### src/rtl/sds_pkg.sv
package sds_pkg;
  localparam int SDS_SYNC_STAGES = 2;

  typedef enum logic {
    EDGE_RISE = 1'b0,
    EDGE_BOTH = 1'b1
  } edge_mode_e;
endpackage

### src/rtl/sds_sync.sv
module sds_sync #(
  parameter int WIDTH  = 1,
  parameter int STAGES = 2
) (
  input  logic             clk_i,
  input  logic             rst_ni,
  input  logic [WIDTH-1:0] d_i,
  output logic [WIDTH-1:0] q_o
);
  logic [WIDTH-1:0] stg_q [STAGES];

  always_ff @(posedge clk_i or negedge rst_ni) begin
    if (!rst_ni) begin
      for (int i = 0; i < STAGES; i++) stg_q[i] <= '0;
    end else begin
      stg_q[0] <= d_i;
      for (int i = 1; i < STAGES; i++) stg_q[i] <= stg_q[i-1];
    end
  end

  assign q_o = stg_q[STAGES-1];
endmodule

### src/rtl/sds_edge.sv
module sds_edge
  import sds_pkg::*;
#(
  parameter int FILL = 3
) (
  input  logic       clk_i,
  input  logic       rst_ni,
  input  logic       lvl_i,
  input  edge_mode_e mode_i,
  output logic       evt_o
);
  localparam int CW = $clog2(FILL + 1);
  localparam logic [CW-1:0] FILL_C = CW'(FILL);

  logic [CW-1:0] fill_q;
  logic          prev_q;
  logic          armed;

  // hold off until both lvl_i and prev_q carry real pin samples
  always_ff @(posedge clk_i or negedge rst_ni) begin
    if (!rst_ni) begin
      fill_q <= '0;
      prev_q <= 1'b0;
    end else begin
      if (fill_q != FILL_C) fill_q <= fill_q + 1'b1;
      prev_q <= lvl_i;
    end
  end

  assign armed = (fill_q == FILL_C);

  always_comb begin
    unique case (mode_i)
      EDGE_BOTH: evt_o = armed & (lvl_i ^ prev_q);
      default:   evt_o = armed & lvl_i & ~prev_q;
    endcase
  end
endmodule

### src/rtl/step_dir_select.sv
module step_dir_select
  import sds_pkg::*;
#(
  parameter int SYNC_STAGES = SDS_SYNC_STAGES
) (
  input  logic clk_i,
  input  logic rst_ni,
  input  logic step_pin_i,
  input  logic dir_pin_i,
  input  logic reg_if_en_i,
  input  logic use_reg_step_i,
  input  logic use_reg_dir_i,
  input  logic reg_dir_i,
  input  logic reg_step_wr_i,
  input  logic both_edges_i,
  output logic step_o,
  output logic dir_o
);
  localparam int NPIN = 2;
  localparam int PIN_STEP = 0;
  localparam int PIN_DIR = 1;

  logic [NPIN-1:0] pin_raw, pin_sync;
  logic            pin_evt;
  logic            sel_reg_step, sel_reg_dir;
  edge_mode_e      edge_mode;
  logic            step_d, dir_d;
  logic            step_q, dir_q;

  assign pin_raw[PIN_STEP] = step_pin_i;
  assign pin_raw[PIN_DIR]  = dir_pin_i;

  sds_sync #(.WIDTH(NPIN), .STAGES(SYNC_STAGES)) u_sync (
    .clk_i (clk_i),
    .rst_ni(rst_ni),
    .d_i   (pin_raw),
    .q_o   (pin_sync)
  );

  // both-edge mode only exists while the register interface is on
  assign edge_mode = (reg_if_en_i && both_edges_i) ? EDGE_BOTH : EDGE_RISE;

  sds_edge #(.FILL(SYNC_STAGES + 1)) u_edge (
    .clk_i (clk_i),
    .rst_ni(rst_ni),
    .lvl_i (pin_sync[PIN_STEP]),
    .mode_i(edge_mode),
    .evt_o (pin_evt)
  );

  assign sel_reg_step = reg_if_en_i & use_reg_step_i;
  assign sel_reg_dir  = reg_if_en_i & use_reg_dir_i;

  assign step_d = sel_reg_step ? reg_step_wr_i : pin_evt;
  assign dir_d  = sel_reg_dir ? reg_dir_i : pin_sync[PIN_DIR];

  always_ff @(posedge clk_i or negedge rst_ni) begin
    if (!rst_ni) begin
      step_q <= 1'b0;
      dir_q  <= 1'b0;
    end else begin
      step_q <= step_d;
      dir_q  <= dir_d;
    end
  end

  assign step_o = step_q;
  assign dir_o  = dir_q;
endmodule

### config.mk
export PLATFORM = sky130hd
export DESIGN_NAME = step_dir_select
export DESIGN_NICKNAME = d
export VERILOG_FILES = /design/src/rtl/sds_pkg.sv /design/src/rtl/sds_sync.sv /design/src/rtl/sds_edge.sv /design/src/rtl/step_dir_select.sv
export SDC_FILE = /design/constraint.sdc
export NUM_CORES = 1
export LEC_CHECK = 0
export ABC_AREA = 1
export BUFFER_PORTS_ARGS = -buffer_cell sky130_fd_sc_hd__buf_2
export CORE_AREA = 2 2 39 41
export DETAILED_ROUTE_END_ITERATION = 12
export DIE_AREA = 0 0 41 43
export GPL_TIMING_DRIVEN = 0
export SYNTH_ARGS = -nofsm -noshare
export SYNTH_HDL_FRONTEND = slang
export SYNTH_SLANG_ARGS = --single-unit
### constraint.sdc
create_clock -name clk_i -period 2.7 [get_ports clk_i]
set_input_delay 0 -clock clk_i [delete_from_list [all_inputs] [get_ports clk_i]]
set_output_delay 0 -clock clk_i [all_outputs]
set_load 0.02 [all_outputs]
==> flow_metrics.tcl <==
set metrics [dict create \
    grt_util_all_layers 0.0835 \
    floorplan.die.width_um 41 \
    clock_insertion_delay_worst_skew_ps 260 \
    final_hold_viol_count 0 \
    ys_ff_latch 9 \
    start_util 0.231 \
    ctsLongestPathBuffers 2 \
    p_leak_nw 0.258 \
    numClockSinks 9 \
    avgSynthCellArea_um2 11.0 \
    internal_power_component_mw 0.212 \
    netSwitchingFraction 0.222 \
    postRouteWirelength_um 495 \
    global_route_wire_length_before_repair_um 897 \
    cts_tree "done" \
    unrepaired_setup_endpoints_after_global_routing "no" \
    io_pins 12 \
    share_of_the_synthesized_area_in_the_top_cell_type 0.706 \
    max-cap-violations 0 \
    fin_skew_ps 1.62 \
    synth_top_cells_by_area "sky130_fd_sc_hd__dfrtp_1 71%, sky130_fd_sc_hd__nand2_1 12%, sky130_fd_sc_hd__nand3_1 4.7%" \
    count_of_instances_resized_after_the_clock_tree_is_built 0 \
    timing.rr.start "u_sync.q_o[1]" \
    synth_sequential_area_ratio 0.706 \
    fill_cells 144 \
    coreArea_um2 1380 \
    slew_headroom 0.872 \
    power_per_cell_area_nw_per_um2 544 \
    total_switching_power_mw 0.0607 \
    regToRegSetupSlack_ps 1590 \
    worst_ir_drop_vdd_v 0.000295 \
    timing.final.max_slew_violations 0 \
    num_vias 258 \
    mostFrequentLayoutCell "sky130_fd_sc_hd__buf_2" \
    worst_setup_path_end_kind "flip-flop" \
    dr.pass1.iters 4 \
    post_synth_instance_area_um2 319 \
    fp-row-count 14 \
    place.detailed.hpwl_um 358 \
    holdCritStartpoint "both_edges_i" \
    antenna-diode-count 0 \
    cp_max_fo 1 \
    worst_ep_required_time_ps 2840 \
    first_global_vias 239 \
    comb_power_share 0.109 \
    final-seq-area_um2 225 \
    cts_hold_repair.buffers 8 \
    holdCritPathClass "in -> reg" \
    antenna_viol_nets_final 0 \
    top_sig_layer "met3" \
    finalSetupViolCount 0 \
    overflow 0 \
    yosysWarnings 0 \
    cell_area_after_placement_um2 394 \
    final_layout_size_suffix_gt1_frac 0.288 \
    start_kind "primary input" \
    hold-path-endpoint "step_o" \
    grt_start_max_net_pins 10 \
    fmaxAchievable_mhz 588 \
    power_frac_seq 0.524 \
    wl_met2_um 247 \
    outcome "finished clean" \
    mappedNetlistNets 40 \
    wl_met1_um 174 \
    multi_input_comb_area_um2 82.6 \
    met3_wirelength_um 73 \
    timing.setup.tns_ps 0 \
    post-cts-setup-buffers 0 \
    antenna_violations_before_repair 0 \
    critical_path_arrival_ps 1840 \
    p_clk_frac 0.367 \
    nNetsFinal 64 \
    timing.rr.end "dir_o" \
    worstMarginPinSlew_ps 192 \
    largest_area_contributor_in_the_synthesized_netlist "sky130_fd_sc_hd__dfrtp_1" \
    io_buffer_count 11 \
    minimum_period_implied_by_the_final_worst_setup_slack_ps 1700 \
    cts_buffers 3 \
    reg2regPathDepth 3 \
    critical_path_class "in -> reg" \
    drc 0 \
    clock-root-buffer "sky130_fd_sc_hd__clkbuf_4" \
    fp.dieArea_um2 1760 \
    htree_num_levels 1 \
    clkTransAtPathRegs_ps 60 \
    relative_area_change_from_synthesis_to_final_layout_pct 57.3 \
    yosys.cell_types.count 8 \
    holdPathStages 5 \
    postLayoutCellArea_um2 502 \
    drt_first_iter_violations 1 \
    syn-instance-count 29 \
    die_height_um 43 \
    fin_crit_sh 0.630 \
    avgRoutedWirePerCell_um 7.28 \
    layout.cells.most_common_list "11 x sky130_fd_sc_hd__buf_2, 10 x sky130_fd_sc_hd__nand2_1, 9 x sky130_fd_sc_hd__dfrtp_1, 8 x sky130_fd_sc_hd__dlygate4sd3_1" \
    globalplace.congestion 0.582 \
    via_per_inst 3.79 \
]
==> how the worst max path moves through the flow <==
stage                                start      to  slack, ps  cells after the start
after detailed placement  u_edge.fill_q[0]  step_o       1760                      5
after CTS                        reg_dir_i   dir_o       1020                      6
after floorplan           u_edge.fill_q[0]  step_o       1800                      5
final                            reg_dir_i   dir_o       1000                      6
after global placement    u_edge.fill_q[0]  step_o       1770                      5
after global routing             reg_dir_i   dir_o        940                      6
==> Yosys cell counts <==
master / n
sky130_fd_sc_hd__dfrtp_1: 9
sky130_fd_sc_hd__o21ai_0: 1
sky130_fd_sc_hd__inv_1: 3
sky130_fd_sc_hd__ha_1: 1
sky130_fd_sc_hd__xnor2_1: 1
sky130_fd_sc_hd__nand3_1: 3
sky130_fd_sc_hd__nor2_1: 1
sky130_fd_sc_hd__nand2_1: 10
==> routing by layer <==
layer,track usage,up-vias
met5,0,-
met4,0.0200,0
met3,0.0942,0
met2,0.109,11
met1,0.0875,113
li1,-,134
==> final cells by class <==
type                            count  share of cell area
Multi-Input combinational cell     17               0.165
Clock buffer                        3              0.0449
Inverter                            3              0.0224
Timing Repair Buffer               19               0.269
Clock inverter                      1             0.00998
Tap cell                           16              0.0399
Sequential cell                     9               0.449
==> metrics by stage <==
stage / util / setup slack, ps / power (mW) / instances / hold slack [ps]
floorplan: - / 1800 / 0.154 / 29 / -296
global placement: 0.285 / 1770 / 0.167 / 56 / -144
detailed placement: 0.285 / 1760 / 0.167 / 56 / -144
CTS: 0.363 / 1020 / 0.280 / 68 / 48.1
global route: 0.363 / 937 / 0.295 / 68 / 119
finish: 0.363 / 1000 / 0.273 / 68 / 64.8
==> worst max-delay path, stage by stage <==
cell and delay (ps):
sky130_fd_sc_hd__dlygate4sd3_1 530, sky130_fd_sc_hd__buf_2 110, sky130_fd_sc_hd__nand3_1 60, sky130_fd_sc_hd__dlygate4sd3_1 540, sky130_fd_sc_hd__nand2_1 50, sky130_fd_sc_hd__dlygate4sd3_1 550
==> power groups by stage <==
stage	clock network (mW)	registers (mW)	logic [mW]
2_1_floorplan	0	0.149	0.00516
3_3_place_gp	0	0.145	0.0214
5_1_grt	0.117	0.144	0.0343
4_1_cts	0.107	0.143	0.0302
6_report	0.100	0.143	0.0299
3_5_place_dp	0	0.145	0.0215
==> kinds of logic after synthesis <==
group | share of synthesized area
and+or+nand+nor | 0.176
xor gates and xnor gates | 0.0275
buffers and inverters | 0.0353
adders and majority gates | 0.0392
AOI/OAI and AO/OA | 0.0157
DFF | 0.706
==> flip-flops by register name, indices dropped and copies added, names as in the netlist <==
| register | flops |
|---|---|
| dir_o | 1 |
| step_o | 1 |
| u_edge.fill_q | 2 |
| u_edge.prev_q | 1 |
| u_sync.q_o | 2 |
| u_sync.stg_q | 2 |
No activity file was read; power rests on OpenSTA's default activity.
